--- src/rtl/sd_spi_block_mover_pkg.sv ---
package sd_spi_block_mover_pkg;

  typedef enum logic [1:0] {
    XS_OK        = 2'd0,
    XS_TIMEOUT   = 2'd1,
    XS_TOKEN_ERR = 2'd2
  } xfer_status_e;

  typedef enum logic [3:0] {
    S_IDLE,
    S_PRE,
    S_TOKEN,
    S_RDATA,
    S_RHOLD,
    S_WDATA,
    S_WSEND,
    S_TRAIL,
    S_BUSY
  } mover_state_e;

  localparam logic [7:0] BYTE_IDLE  = 8'hFF;
  localparam logic [7:0] BYTE_START = 8'hFE;
  localparam logic [7:0] BYTE_PAD   = 8'h00;
  localparam int         TRAIL_BYTES = 3;

endpackage

--- src/rtl/spi_tick_gen.sv ---
module spi_tick_gen #(
  parameter int FAST_HALF = 2,
  parameter int SLOW_HALF = 8
) (
  input  logic clk,
  input  logic rst,
  input  logic run,
  input  logic fast,
  output logic tick
);
  localparam int MAXH = (FAST_HALF > SLOW_HALF) ? FAST_HALF : SLOW_HALF;
  localparam int CW   = $clog2(MAXH + 1);

  logic [CW-1:0] cnt;
  logic [CW-1:0] lim;

  assign lim  = fast ? CW'(FAST_HALF - 1) : CW'(SLOW_HALF - 1);
  assign tick = run && (cnt == lim);

  always_ff @(posedge clk) begin
    if (rst || !run)    cnt <= '0;
    else if (cnt == lim) cnt <= '0;
    else                 cnt <= cnt + 1'b1;
  end
endmodule

--- src/rtl/spi_byte_shifter.sv ---
module spi_byte_shifter #(
  parameter int FAST_HALF = 2,
  parameter int SLOW_HALF = 8
) (
  input  logic       clk,
  input  logic       rst,
  input  logic       start,
  input  logic       fast,
  input  logic [7:0] tx_byte,
  input  logic       miso,
  output logic       sclk,
  output logic       mosi,
  output logic       busy,
  output logic       done,
  output logic [7:0] rx_byte
);
  logic       fast_q;
  logic [7:0] tx_sh;
  logic [7:0] rx_sh;
  logic [2:0] bit_idx;
  logic       tick;

  spi_tick_gen #(.FAST_HALF(FAST_HALF), .SLOW_HALF(SLOW_HALF)) u_tick (
    .clk (clk),
    .rst (rst),
    .run (busy),
    .fast(fast_q),
    .tick(tick)
  );

  always_ff @(posedge clk) begin
    done <= 1'b0;
    if (rst) begin
      busy    <= 1'b0;
      sclk    <= 1'b0;
      mosi    <= 1'b1;
      fast_q  <= 1'b0;
      tx_sh   <= '0;
      rx_sh   <= '0;
      bit_idx <= '0;
      rx_byte <= '0;
    end else if (!busy) begin
      if (start) begin
        busy    <= 1'b1;
        fast_q  <= fast;
        tx_sh   <= tx_byte;
        mosi    <= tx_byte[7];
        bit_idx <= '0;
        sclk    <= 1'b0;
      end
    end else if (tick) begin
      if (!sclk) begin
        sclk  <= 1'b1;
        rx_sh <= {rx_sh[6:0], miso};
      end else begin
        sclk <= 1'b0;
        if (bit_idx == 3'd7) begin
          busy    <= 1'b0;
          done    <= 1'b1;
          rx_byte <= rx_sh;
          mosi    <= 1'b1;
        end else begin
          bit_idx <= bit_idx + 1'b1;
          tx_sh   <= {tx_sh[6:0], 1'b0};
          mosi    <= tx_sh[6];
        end
      end
    end
  end
endmodule

--- src/rtl/sd_spi_block_mover.sv ---
module sd_spi_block_mover
  import sd_spi_block_mover_pkg::*;
#(
  parameter int MAX_LEN    = 512,
  parameter int POLL_LIMIT = 1000,
  parameter int FAST_HALF  = 2,
  parameter int SLOW_HALF  = 8,
  localparam int LEN_W     = $clog2(MAX_LEN + 1)
) (
  input  logic             clk,
  input  logic             rst,
  input  logic             start,
  input  logic             write_mode,
  input  logic [LEN_W-1:0] blk_len,
  output logic [7:0]       rd_data,
  output logic             rd_valid,
  input  logic             rd_ready,
  input  logic [7:0]       wr_data,
  input  logic             wr_valid,
  output logic             wr_ready,
  output logic             sclk,
  output logic             mosi,
  input  logic             miso,
  output logic             busy,
  output logic             done,
  output logic [1:0]       status
);
  localparam int POLL_W = $clog2(POLL_LIMIT + 1);

  mover_state_e     state;
  logic [LEN_W-1:0] cnt;
  logic [LEN_W-1:0] len_last;
  logic [POLL_W-1:0] poll;
  logic             is_write;
  logic             eng_start;
  logic             eng_fast;
  logic [7:0]       eng_tx;
  logic             eng_busy;
  logic             eng_done;
  logic [7:0]       eng_rx;

  spi_byte_shifter #(.FAST_HALF(FAST_HALF), .SLOW_HALF(SLOW_HALF)) u_shift (
    .clk    (clk),
    .rst    (rst),
    .start  (eng_start),
    .fast   (eng_fast),
    .tx_byte(eng_tx),
    .miso   (miso),
    .sclk   (sclk),
    .mosi   (mosi),
    .busy   (eng_busy),
    .done   (eng_done),
    .rx_byte(eng_rx)
  );

  assign busy     = (state != S_IDLE);
  assign wr_ready = (state == S_WDATA);

  always_ff @(posedge clk) begin
    eng_start <= 1'b0;
    done      <= 1'b0;
    if (rst) begin
      state    <= S_IDLE;
      cnt      <= '0;
      len_last <= '0;
      poll     <= '0;
      is_write <= 1'b0;
      eng_fast <= 1'b0;
      eng_tx   <= BYTE_IDLE;
      rd_data  <= '0;
      rd_valid <= 1'b0;
      status   <= XS_OK;
    end else begin
      case (state)
        S_IDLE: if (start) begin
          if (blk_len == '0) begin
            done   <= 1'b1;
            status <= XS_OK;
          end else begin
            len_last  <= blk_len - 1'b1;
            is_write  <= write_mode;
            cnt       <= '0;
            poll      <= '0;
            eng_start <= 1'b1;
            eng_tx    <= BYTE_IDLE;
            eng_fast  <= 1'b0;
            state     <= write_mode ? S_PRE : S_TOKEN;
          end
        end
        S_PRE: if (eng_done) begin
          if (cnt == '0) begin
            cnt       <= 1;
            eng_start <= 1'b1;
            eng_tx    <= BYTE_START;
            eng_fast  <= 1'b0;
          end else begin
            cnt   <= '0;
            state <= S_WDATA;
          end
        end
        S_WDATA: if (wr_valid) begin
          eng_start <= 1'b1;
          eng_tx    <= wr_data;
          eng_fast  <= 1'b1;
          state     <= S_WSEND;
        end
        S_WSEND: if (eng_done) begin
          if (cnt == len_last) begin
            cnt       <= '0;
            eng_start <= 1'b1;
            eng_tx    <= BYTE_PAD;
            eng_fast  <= 1'b0;
            state     <= S_TRAIL;
          end else begin
            cnt   <= cnt + 1'b1;
            state <= S_WDATA;
          end
        end
        S_TOKEN: if (eng_done) begin
          if (eng_rx == BYTE_START) begin
            cnt       <= '0;
            eng_start <= 1'b1;
            eng_tx    <= BYTE_IDLE;
            eng_fast  <= 1'b1;
            state     <= S_RDATA;
          end else if (eng_rx != BYTE_IDLE) begin
            done   <= 1'b1;
            status <= XS_TOKEN_ERR;
            state  <= S_IDLE;
          end else if (poll == POLL_W'(POLL_LIMIT - 1)) begin
            done   <= 1'b1;
            status <= XS_TIMEOUT;
            state  <= S_IDLE;
          end else begin
            poll      <= poll + 1'b1;
            eng_start <= 1'b1;
            eng_tx    <= BYTE_IDLE;
            eng_fast  <= 1'b0;
          end
        end
        S_RDATA: if (eng_done) begin
          rd_data  <= eng_rx;
          rd_valid <= 1'b1;
          state    <= S_RHOLD;
        end
        S_RHOLD: if (rd_ready) begin
          rd_valid  <= 1'b0;
          eng_start <= 1'b1;
          eng_tx    <= BYTE_IDLE;
          if (cnt == len_last) begin
            cnt      <= '0;
            eng_fast <= 1'b0;
            state    <= S_TRAIL;
          end else begin
            cnt      <= cnt + 1'b1;
            eng_fast <= 1'b1;
            state    <= S_RDATA;
          end
        end
        S_TRAIL: if (eng_done) begin
          if (cnt == LEN_W'(TRAIL_BYTES - 1)) begin
            if (is_write) begin
              poll      <= '0;
              eng_start <= 1'b1;
              eng_tx    <= BYTE_IDLE;
              eng_fast  <= 1'b0;
              state     <= S_BUSY;
            end else begin
              done   <= 1'b1;
              status <= XS_OK;
              state  <= S_IDLE;
            end
          end else begin
            cnt       <= cnt + 1'b1;
            eng_start <= 1'b1;
            eng_tx    <= is_write ? BYTE_PAD : BYTE_IDLE;
            eng_fast  <= 1'b0;
          end
        end
        S_BUSY: if (eng_done) begin
          if (eng_rx == BYTE_IDLE) begin
            done   <= 1'b1;
            status <= XS_OK;
            state  <= S_IDLE;
          end else if (poll == POLL_W'(POLL_LIMIT - 1)) begin
            done   <= 1'b1;
            status <= XS_TIMEOUT;
            state  <= S_IDLE;
          end else begin
            poll      <= poll + 1'b1;
            eng_start <= 1'b1;
            eng_tx    <= BYTE_IDLE;
            eng_fast  <= 1'b0;
          end
        end
        default: state <= S_IDLE;
      endcase
    end
  end
endmodule

--- config.mk ---
export PLATFORM = sky130hd
export DESIGN_NAME = sd_spi_block_mover
export DESIGN_NICKNAME = d
export VERILOG_FILES = /design/src/rtl/sd_spi_block_mover_pkg.sv /design/src/rtl/spi_tick_gen.sv /design/src/rtl/spi_byte_shifter.sv /design/src/rtl/sd_spi_block_mover.sv
export SDC_FILE = /design/constraint.sdc
export NUM_CORES = 1
export LEC_CHECK = 0
export ABC_CLOCK_PERIOD_IN_PS = 6100
export BUFFER_PORTS_ARGS = -buffer_cell sky130_fd_sc_hd__buf_4
export CAP_MARGIN = 0
export CORE_UTILIZATION = 45
export CTS_CLUSTER_DIAMETER = 200
export DETAILED_ROUTE_END_ITERATION = 12
export HOLD_SLACK_MARGIN = 0.02
export PLACE_DENSITY = 0.6
export REMOVE_ABC_BUFFERS = 1
export SYNTH_ARGS = -nofsm -noshare
export SYNTH_HDL_FRONTEND = slang
export SYNTH_SLANG_ARGS = --single-unit
--- constraint.sdc ---
create_clock -name clk -period 6.1 [get_ports clk]
set_input_delay 1.22 -clock clk [delete_from_list [all_inputs] [get_ports clk]]
set_output_delay 1.22 -clock clk [all_outputs]
set_load 0.03 [all_outputs]
==> results of run 1 <==
critical path, delay by kind of cell (launching register included):
| kind | cells | cell delay [ns] |
|---|---|---|
| buffers and inverters | 2 | 0.49 |
| DFF | 1 | 0.91 |
| and+or+nand+nor | 2 | 0.34 |
layout make-up:
| class | instances | area, sq um | area share |
|---|---|---|---|
| multi-input cells | 459 | 2959 | 0.5300 |
| flip-flops and latches | 92 | 1842 | 0.3299 |
| repair buffers | 43 | 322.8 | 0.05782 |
| well taps | 140 | 175.2 | 0.03138 |
| clock buffers | 10 | 137.6 | 0.02465 |
| clock inverters | 6 | 93.84 | 0.01681 |
| inverters | 14 | 52.55 | 0.009413 |
worst paths after layout:
check                              start             end  slack (ns)  cells past startpoint
worst max-delay path            state[1]        wr_ready        2.76                      4
worst min-delay path            eng_fast  u_shift.fast_q        0.46                      2
worst max register to register  state[1]         poll[2]        3.16                      6
worst min register to register  eng_fast  u_shift.fast_q        0.46                      2
cell usage after synthesis (9+ instances only):
cell | number | share of area
nand2_1 | 45 | 0.033
nor4_1 | 9 | 0.011
buf_2 | 12 | 0.012
clkbuf_1 | 25 | 0.019
xor2_1 | 10 | 0.017
o21ai_0 | 30 | 0.030
a211oi_1 | 22 | 0.033
nand4_1 | 10 | 0.012
mux2i_1 | 40 | 0.079
nor3_1 | 20 | 0.020
nor2b_1 | 13 | 0.016
dfxtp_1 | 92 | 0.36
xnor2_1 | 18 | 0.031
inv_1 | 13 | 0.0096
nor2_1 | 94 | 0.070
a21oi_1 | 19 | 0.019
nand3_1 | 16 | 0.016
nor3b_1 | 10 | 0.015
cells by family after synthesis:
kind of cell / after synthesis
compound gates: 122
xor+xnor: 28
fa+ha+maj: 8
buf+inv: 57
flops: 92
mux: 42
simple gates: 259
flip-flops by register name, indices dropped and copies added (netlist names), 7 cells and up:
register,cells
u_shift.tx_sh,7
cnt,10
u_shift.rx_byte,8
u_shift.rx_sh,8
eng_tx,8
rd_data,8
len_last,10
poll,10
power by group:
group	internal (uW)	switching, uW
logic	324	492
registers	678	92.5
clock network	247	233
total	1250	817
through the flow:
step / utilization / power [uW] / instance area (sq um) / hold slack, ns
2_1_floorplan: - / 1360 / 4853 / 0.4212
3_3_place_gp: 0.4915 / 1581 / 5351 / 0.4422
3_5_place_dp: 0.4915 / 1594 / 5351 / 0.4520
4_1_cts: 0.5128 / 2074 / 5583 / 0.4634
5_1_grt: 0.5128 / 2215 / 5583 / 0.4794
6_report: 0.5128 / 2066 / 5583 / 0.4554
routing by layer:
layer,vias up,part of all wire,routed length (microns),GRT usage
li1,2205,-,-,-
met1,2046,0.47,5642,0.2865
met2,109,0.45,5417,0.3435
met3,20,0.050,602,0.03797
met4,0,0.022,264,0.09785
met5,-,0,0,0
==> results.toml, run 1 <==
[clock_tree]
clock_latency_ns = 0.38
ctsResizeCount = 0
clock-sinks = 92
htreeDepth = 3
clock_path_buffers = 2
cts_setup_buffers = 0
hold_buffers = 0
clk_pin_slew_ns = 0.10
cts_tree = "done"
cts_root_buf = "clkbuf_8"
cts_buffers = 9

[setup_path]
slowest_delay_ns = 0.91
worstPathArrival_ns = 2.12
cp-end-kind = "primary output"
crit_type = "flop to primary output"
crit_path_start_kind = "flop"
worstPathCellList = "inv_1 > nand2_1 > nor2_1 > buf_4"
slowest_stage = "dfxtp_1"
cp_max_fo = 25
worstPathRequired_ns = 4.88

[logic_synthesis]
synth_area_sq_mm = 0.005060
ys_async_sr_fraction = 0
ys_seq_elements = 92
netlist_instances = 608
yosysWarningCount = 0
synth-simple-area-share = 0.2695
synthAdderAreaFrac = 0.01978
synth_top_family_by_area = "simple AND/OR/NAND/NOR gates"
ys_seq_area_frac = 0.3640
muxShareOfSynthArea = 0.08432
yosysUniqueCellTypes = 67
syn_avg_cell_area_sq_um = 8.322
synth_edf_count = 0
synth-xor-area-share = 0.04847
synth_compound_area_frac = 0.1627
synth_top_flop_cell = "dfxtp_1"

[floorplan]
die_y_microns = 108.0
die_w_microns = 108.0
core-area_sq_mm = 0.01089
die_area_sq_mm = 0.01167
rows = 38
pin_count = 41
initial_core_util = 0.4647

[drt]
dr_total_vias = 4380
drcViolationCount = 0
wl_per_cell_microns = 15.61
drtAntennaViolNets = 0
drt-initial-drc-count = 339
viasPerCell = 5.733
drt_wl_total_mm = 11.93
drt_first_pass_iters = 5

[sta]
tightestPinTransition_ns = 1.131
final_min_period_over_clock_period = 0.5480
tns_ns = 0
final-hold-violation-count = 0
setup_ws_ns = 2.757
drv_slew = 0
fmax_ghz = 0.2991
rsz0062_at_grt = "no"
fin_skew_ns = 0.009551
min_period_ns = 3.343
setup_viol = 0
slew_headroom = 0.2390

[min_path]
min_path_type = "flop to flop"

[job]
maxCapViolations = 0

[cells_and_area]
area_growth_pct = 10.34
drive_gt1_frac = 0.1154
final_cells = 764
layout_commonest_cell = "nor2_1"
fill_cells = 1068
nNetsFinal = 652
antennaDiodeCount = 0
layout_common_cells = "94 x nor2_1, 92 x dfxtp_1, 45 x nand2_1, 43 x buf_4, 40 x mux2i_1"

[global_route]
grt_pass1_wl_mm = 19.63
grt_overflow = 0
track_usage = 0.2167
grt_max_degree = 82
antenna_found_initial = 0
grt_pass1_vias = 3896

[placement]
place_ws_ns = 2.633
placed_cells = 748
hpwl_mm = 8.296
gp_congestion = 0.8903
portBuffers = 40

[outcome]
status = "completed"

[power]
p_leak_uw = 0.002244
ir_worst_vdd_mv = 0.1517
power.density_mw_per_mm2 = 370.1
Note: power is estimated with default switching activity, not from simulation.
==> run 2: changes to the inputs <==
--- a/config.mk
+++ b/config.mk
@@ -5,14 +5,14 @@
 export SDC_FILE = /design/constraint.sdc
 export NUM_CORES = 1
 export LEC_CHECK = 0
-export ABC_CLOCK_PERIOD_IN_PS = 6100
+export ABC_CLOCK_PERIOD_IN_PS = 3000
 export BUFFER_PORTS_ARGS = -buffer_cell sky130_fd_sc_hd__buf_4
 export CAP_MARGIN = 0
 export CORE_UTILIZATION = 45
 export CTS_CLUSTER_DIAMETER = 200
 export DETAILED_ROUTE_END_ITERATION = 12
 export HOLD_SLACK_MARGIN = 0.02
-export PLACE_DENSITY = 0.6
+export PLACE_DENSITY = 0.62
 export REMOVE_ABC_BUFFERS = 1
 export SYNTH_ARGS = -nofsm -noshare
 export SYNTH_HDL_FRONTEND = slang
==> constraint.sdc (replaced) <==
create_clock -name clk -period 3 [get_ports clk]
set_input_delay 0.6 -clock clk [delete_from_list [all_inputs] [get_ports clk]]
set_output_delay 0.6 -clock clk [all_outputs]
set_load 0.03 [all_outputs]
==> results.toml, run 2 (same netlist as run 1, synthesis figures left out) <==
[drt]
wl_per_cell_microns = 16.12
dr_wl_met2_mm = 5.608
wl_met3_microns = 635
drtAntennaViolNets = 0
viasPerCell = 5.810
drcViolationCount = 0
drt_first_pass_iters = 5
topRoutingLayerUsed = "met4"
wl_met1_mm = 5.905
dr_total_vias = 4514
drt-initial-drc-count = 448
drt_wl_total_mm = 12.52

[sta]
final_min_period_over_clock_period = 0.8987
fmax_ghz = 0.3709
final-hold-violation-count = 0
min_period_ns = 2.696
drv_slew = 0
setup_ws_ns = 0.3039
fin_skew_ns = 0.01093
setup_viol = 0
tns_ns = 0
rsz0062_at_grt = "no"
tightestPinTransition_ns = 0.8871
slew_headroom = 0.4046

[global_route]
grt_pass1_vias = 4182
grt_pass1_wl_mm = 20.90
grt_overflow = 0
antenna_found_initial = 0
track_usage = 0.2319
grt_max_degree = 49

[floorplan]
core-area_sq_mm = 0.01089
die_w_microns = 108.0
rows = 38
pin_count = 41
die_y_microns = 108.0
initial_core_util = 0.4647
die_area_sq_mm = 0.01167

[clock_tree]
clock-sinks = 92
ctsResizeCount = 0
cts_tree = "done"
htreeDepth = 3
clock_path_buffers = 2
cts_root_buf = "clkbuf_8"
cts_buffers = 9
clock_latency_ns = 0.38
clk_pin_slew_ns = 0.09
cts_setup_buffers = 0
hold_buffers = 0

[placement]
hpwl_mm = 8.942
place_ws_ns = 0.1635
gp_congestion = 1.003
postPlaceCellArea_sq_mm = 0.005464
portBuffers = 40

[setup_path]
cp-end-kind = "flop"
slowest_stage = "dfxtp_1"
cp_max_fo = 16
slowest_delay_ns = 0.72
reg2reg_slack_ns = 0.30
worstPathArrival_ns = 2.98
worstPathRequired_ns = 3.28
crit_type = "flop to flop"
worstPathCellList = "or4_4 > and4b_1 > a31oi_1 > nor4b_4 > o21ai_0 > a32o_1"
crit_path_start_kind = "flop"

[cells_and_area]
fill_cells = 1041
area_growth_pct = 11.25
layout_common_cells = "94 x nor2_1, 92 x dfxtp_1, 58 x buf_4, 45 x nand2_1, 40 x mux2i_1"
reg_top3 = "cnt x10, len_last x10, poll x10"
antennaDiodeCount = 0
layout_commonest_cell = "nor2_1"
final_util = 0.5170
design_area_sq_mm = 0.005629
nNetsFinal = 667
drive_gt1_frac = 0.1319

[job]
maxCapViolations = 0

[outcome]
status = "completed"

[power]
p_leak_uw = 0.002279
power.density_mw_per_mm2 = 723.5
power_uw = 4073
ir_worst_vdd_mv = 0.2936

[min_path]
min_path_type = "input port to flop"
## run 2: final cells by class
cell class                      instances  area, sq um  share of cell area
Sequential cell                        92         1842              0.3272
Tap cell                              140        175.2             0.03112
Clock buffer                           11        141.4             0.02512
Timing Repair Buffer                   58        435.4             0.07735
Inverter                               14        52.55            0.009335
Multi-Input combinational cell        459         2959              0.5257
Clock inverter                          3        23.77            0.004223
## run 2: path summary, 6_finish.rpt
path                                  from     endpoint  depth (start not counted)
worst max register to register    state[0]      poll[2]                          6
worst max-delay path              state[0]      poll[2]                          6
worst min-delay path            blk_len[0]  len_last[0]                          2
worst min register to register    rd_valid     rd_valid                          2
## run 2: where the power goes
group | internal (uW) | leakage (uW) | total (uW) | switching [uW]
Clock | 318 | 0.0000779 | 762 | 444
Sequential | 1380 | 0.000747 | 1560 | 186
Combinational | 713 | 0.00145 | 1750 | 1030
Total | 2410 | 0.00228 | 4070 | 1660
## run 2: critical path: cells and delay by family (launching register included)
family,cells,cell delay [ns]
AO/OA/AOI/OAI,3,0.78
flip-flops,1,0.72
AND/OR/NAND/NOR,3,1.08
## run 2: metrics by stage
| stage | std cells | hold WS [ns] |
|---|---|---|
| after floorplan | 565 | 0.4212 |
| after global placement | 763 | 0.4428 |
| after detailed placement | 763 | 0.4487 |
| after CTS | 777 | 0.3840 |
| after global routing | 777 | 0.3928 |
| final | 777 | 0.3995 |
## run 2: layer usage
metal / vias up / track usage
met5: - / 0
met4: 0 / 0.1164
met3: 29 / 0.03978
met2: 132 / 0.3512
met1: 2124 / 0.3157
li1: 2229 / -
==> run 3: changes to the inputs <==
--- a/config.mk
+++ b/config.mk
@@ -8,12 +8,15 @@
 export ABC_CLOCK_PERIOD_IN_PS = 3000
 export BUFFER_PORTS_ARGS = -buffer_cell sky130_fd_sc_hd__buf_4
 export CAP_MARGIN = 0
-export CORE_UTILIZATION = 45
+export CELL_PAD_IN_SITES_DETAIL_PLACEMENT = 0
+export CELL_PAD_IN_SITES_GLOBAL_PLACEMENT = 2
+export CORE_UTILIZATION = 33
 export CTS_CLUSTER_DIAMETER = 200
 export DETAILED_ROUTE_END_ITERATION = 12
 export HOLD_SLACK_MARGIN = 0.02
-export PLACE_DENSITY = 0.62
+export PLACE_DENSITY = 0.73
 export REMOVE_ABC_BUFFERS = 1
+export SETUP_SLACK_MARGIN = 0.02
 export SYNTH_ARGS = -nofsm -noshare
 export SYNTH_HDL_FRONTEND = slang
 export SYNTH_SLANG_ARGS = --single-unit
==> results.toml, run 3 (same netlist as run 1, synthesis figures left out) <==
[outcome]
status = "completed"

[global_route]
track_usage = 0.1798
gr-usage-met2 = 0.2712
grt_max_degree = 56
grt_pass1_vias = 4312
grt_util_met1 = 0.2554
busiest_layer = "met2"
grt_pass1_wl_mm = 22.61
grt_overflow = 0
grtUsageMet3 = 0.02421
antenna_found_initial = 0

[setup_path]
slowest_stage = "dfxtp_1"
reg2reg_slack_ns = 0.30
slowest_delay_ns = 0.70
critical_path.top_delay_family = "simple AND/OR/NAND/NOR gates"
cp-end-kind = "flop"
cp_max_fo = 16
r2r_cells = 6
worstPathArrival_ns = 2.95
worstPathRequired_ns = 3.25
crit_path_start_kind = "flop"
rr_endpoint = "poll[5]"
r2r_start = "state[1]"
crit_type = "flop to flop"
path_buf_inv = 0
worstPathCellList = "or4_4 > and4b_1 > a31oi_1 > nor4b_4 > o21ai_0 > a32o_1"

[cells_and_area]
design_area_sq_mm = 0.005832
drive_gt1_frac = 0.1402
area_growth_pct = 15.26
layout_common_cells = "94 x nor2_1, 92 x dfxtp_1, 61 x buf_4, 45 x nand2_1, 40 x mux2i_1"
layout_commonest_cell = "nor2_1"
reg_top3 = "cnt x10, len_last x10, poll x10"
nNetsFinal = 670
final_cells = 826
fill_cells = 1563
antennaDiodeCount = 0

[clock_tree]
cts_tree = "done"
cts_setup_buffers = 0
clock-sinks = 92
clock_latency_ns = 0.35
clk_pin_slew_ns = 0.07
htreeDepth = 3
hold_buffers = 0
cts_root_buf = "clkbuf_16"
cts_buffers = 9
clock_path_buffers = 2
ctsResizeCount = 0

[min_path]
min_to = "len_last[0]"
hold_start = "blk_len[0]"
holdPathStages = 2
min_path_type = "input port to flop"

[sta]
fin_skew_ns = 0.007893
tightestPinTransition_ns = 0.7029
drv_slew = 0
setup_viol = 0
fmax_ghz = 0.3699
min_period_ns = 2.703
tns_ns = 0
final_min_period_over_clock_period = 0.9011
rsz0062_at_grt = "no"
slew_headroom = 0.5300
final-hold-violation-count = 0

[placement]
gp_congestion = 0.9314
placed_cells = 810
portBuffers = 40
hpwl_mm = 9.639
postPlaceCellArea_sq_mm = 0.005542

[floorplan]
rows = 44
initial_core_util = 0.3429
die_y_microns = 125.8
die_w_microns = 125.8
die_area_sq_mm = 0.01583
pin_count = 41
core-area_sq_mm = 0.01475

[power]
power.density_mw_per_mm2 = 770.2
power_uw = 4491
ir_worst_vdd_mv = 0.3401
p_leak_uw = 0.002358

[drt]
drt-initial-drc-count = 314
wl_per_cell_microns = 16.39
drt_wl_total_mm = 13.54
drtAntennaViolNets = 0
dr_total_vias = 4447
drt_first_pass_iters = 5
viasPerCell = 5.384
drcViolationCount = 0

[job]
maxCapViolations = 0
## run 3: changes by cell type in the layout (fill, tap and decap cells not counted), sizes merged
cell      previous run  this run
buf                 58        61
inv                 15        18
clkbuf              11         9
clkinvlp             2         1
clkinv               0         2
## run 3: report_power, final
| group | switching, uW | total (uW) | internal (uW) |
|---|---|---|---|
| Clock | 553 | 1140 | 583 |
| Sequential | 188 | 1570 | 1380 |
| Combinational | 1050 | 1790 | 735 |
## run 3: layer usage
metal	vias to the layer above	wire, microns
met5	-	0
met4	0	301
met3	21	523
met2	93	5829
met1	2096	6881
li1	2237	-
## run 3: worst max path at each step
stage / startpoint / endpoint / slack, ns / depth (start not counted)
6_report: state[1] / poll[5] / 0.30 / 6
5_1_grt: state[1] / poll[6] / 0.08 / 6
4_1_cts: state[1] / poll[5] / 0.35 / 6
3_5_place_dp: blk_len[0] / poll[5] / 0.17 / 9
3_3_place_gp: blk_len[0] / poll[6] / 0.24 / 9
2_1_floorplan: state[0] / poll[2] / 0.43 / 6
## run 3: worst reg2reg max path, delay by kind of cell, from the launching register on
family / cells / cell delay, ns
compound gates: 3 / 0.79
flops: 1 / 0.70
simple gates: 3 / 1.12
## run 3: stage by stage
step / hold WS (ns) / worst slack [ns] / utilization
after floorplan: 0.4212 / 0.4263 / -
after global placement: 0.4430 / 0.2359 / 0.3756
after detailed placement: 0.4490 / 0.1674 / 0.3756
after CTS: 0.4269 / 0.3529 / 0.3953
after global routing: 0.4413 / 0.08158 / 0.3953
final: 0.4384 / 0.2968 / 0.3953
## run 3: layout make-up
cell class | count | area [sq um] | area share
Tap cell | 184 | 230.2 | 0.03948
Inverter | 14 | 52.55 | 0.009011
Multi-Input combinational cell | 459 | 2959 | 0.5074
Clock buffer | 9 | 225.2 | 0.03862
Timing Repair Buffer | 61 | 457.9 | 0.07852
Sequential cell | 92 | 1842 | 0.3158
Clock inverter | 7 | 65.06 | 0.01116
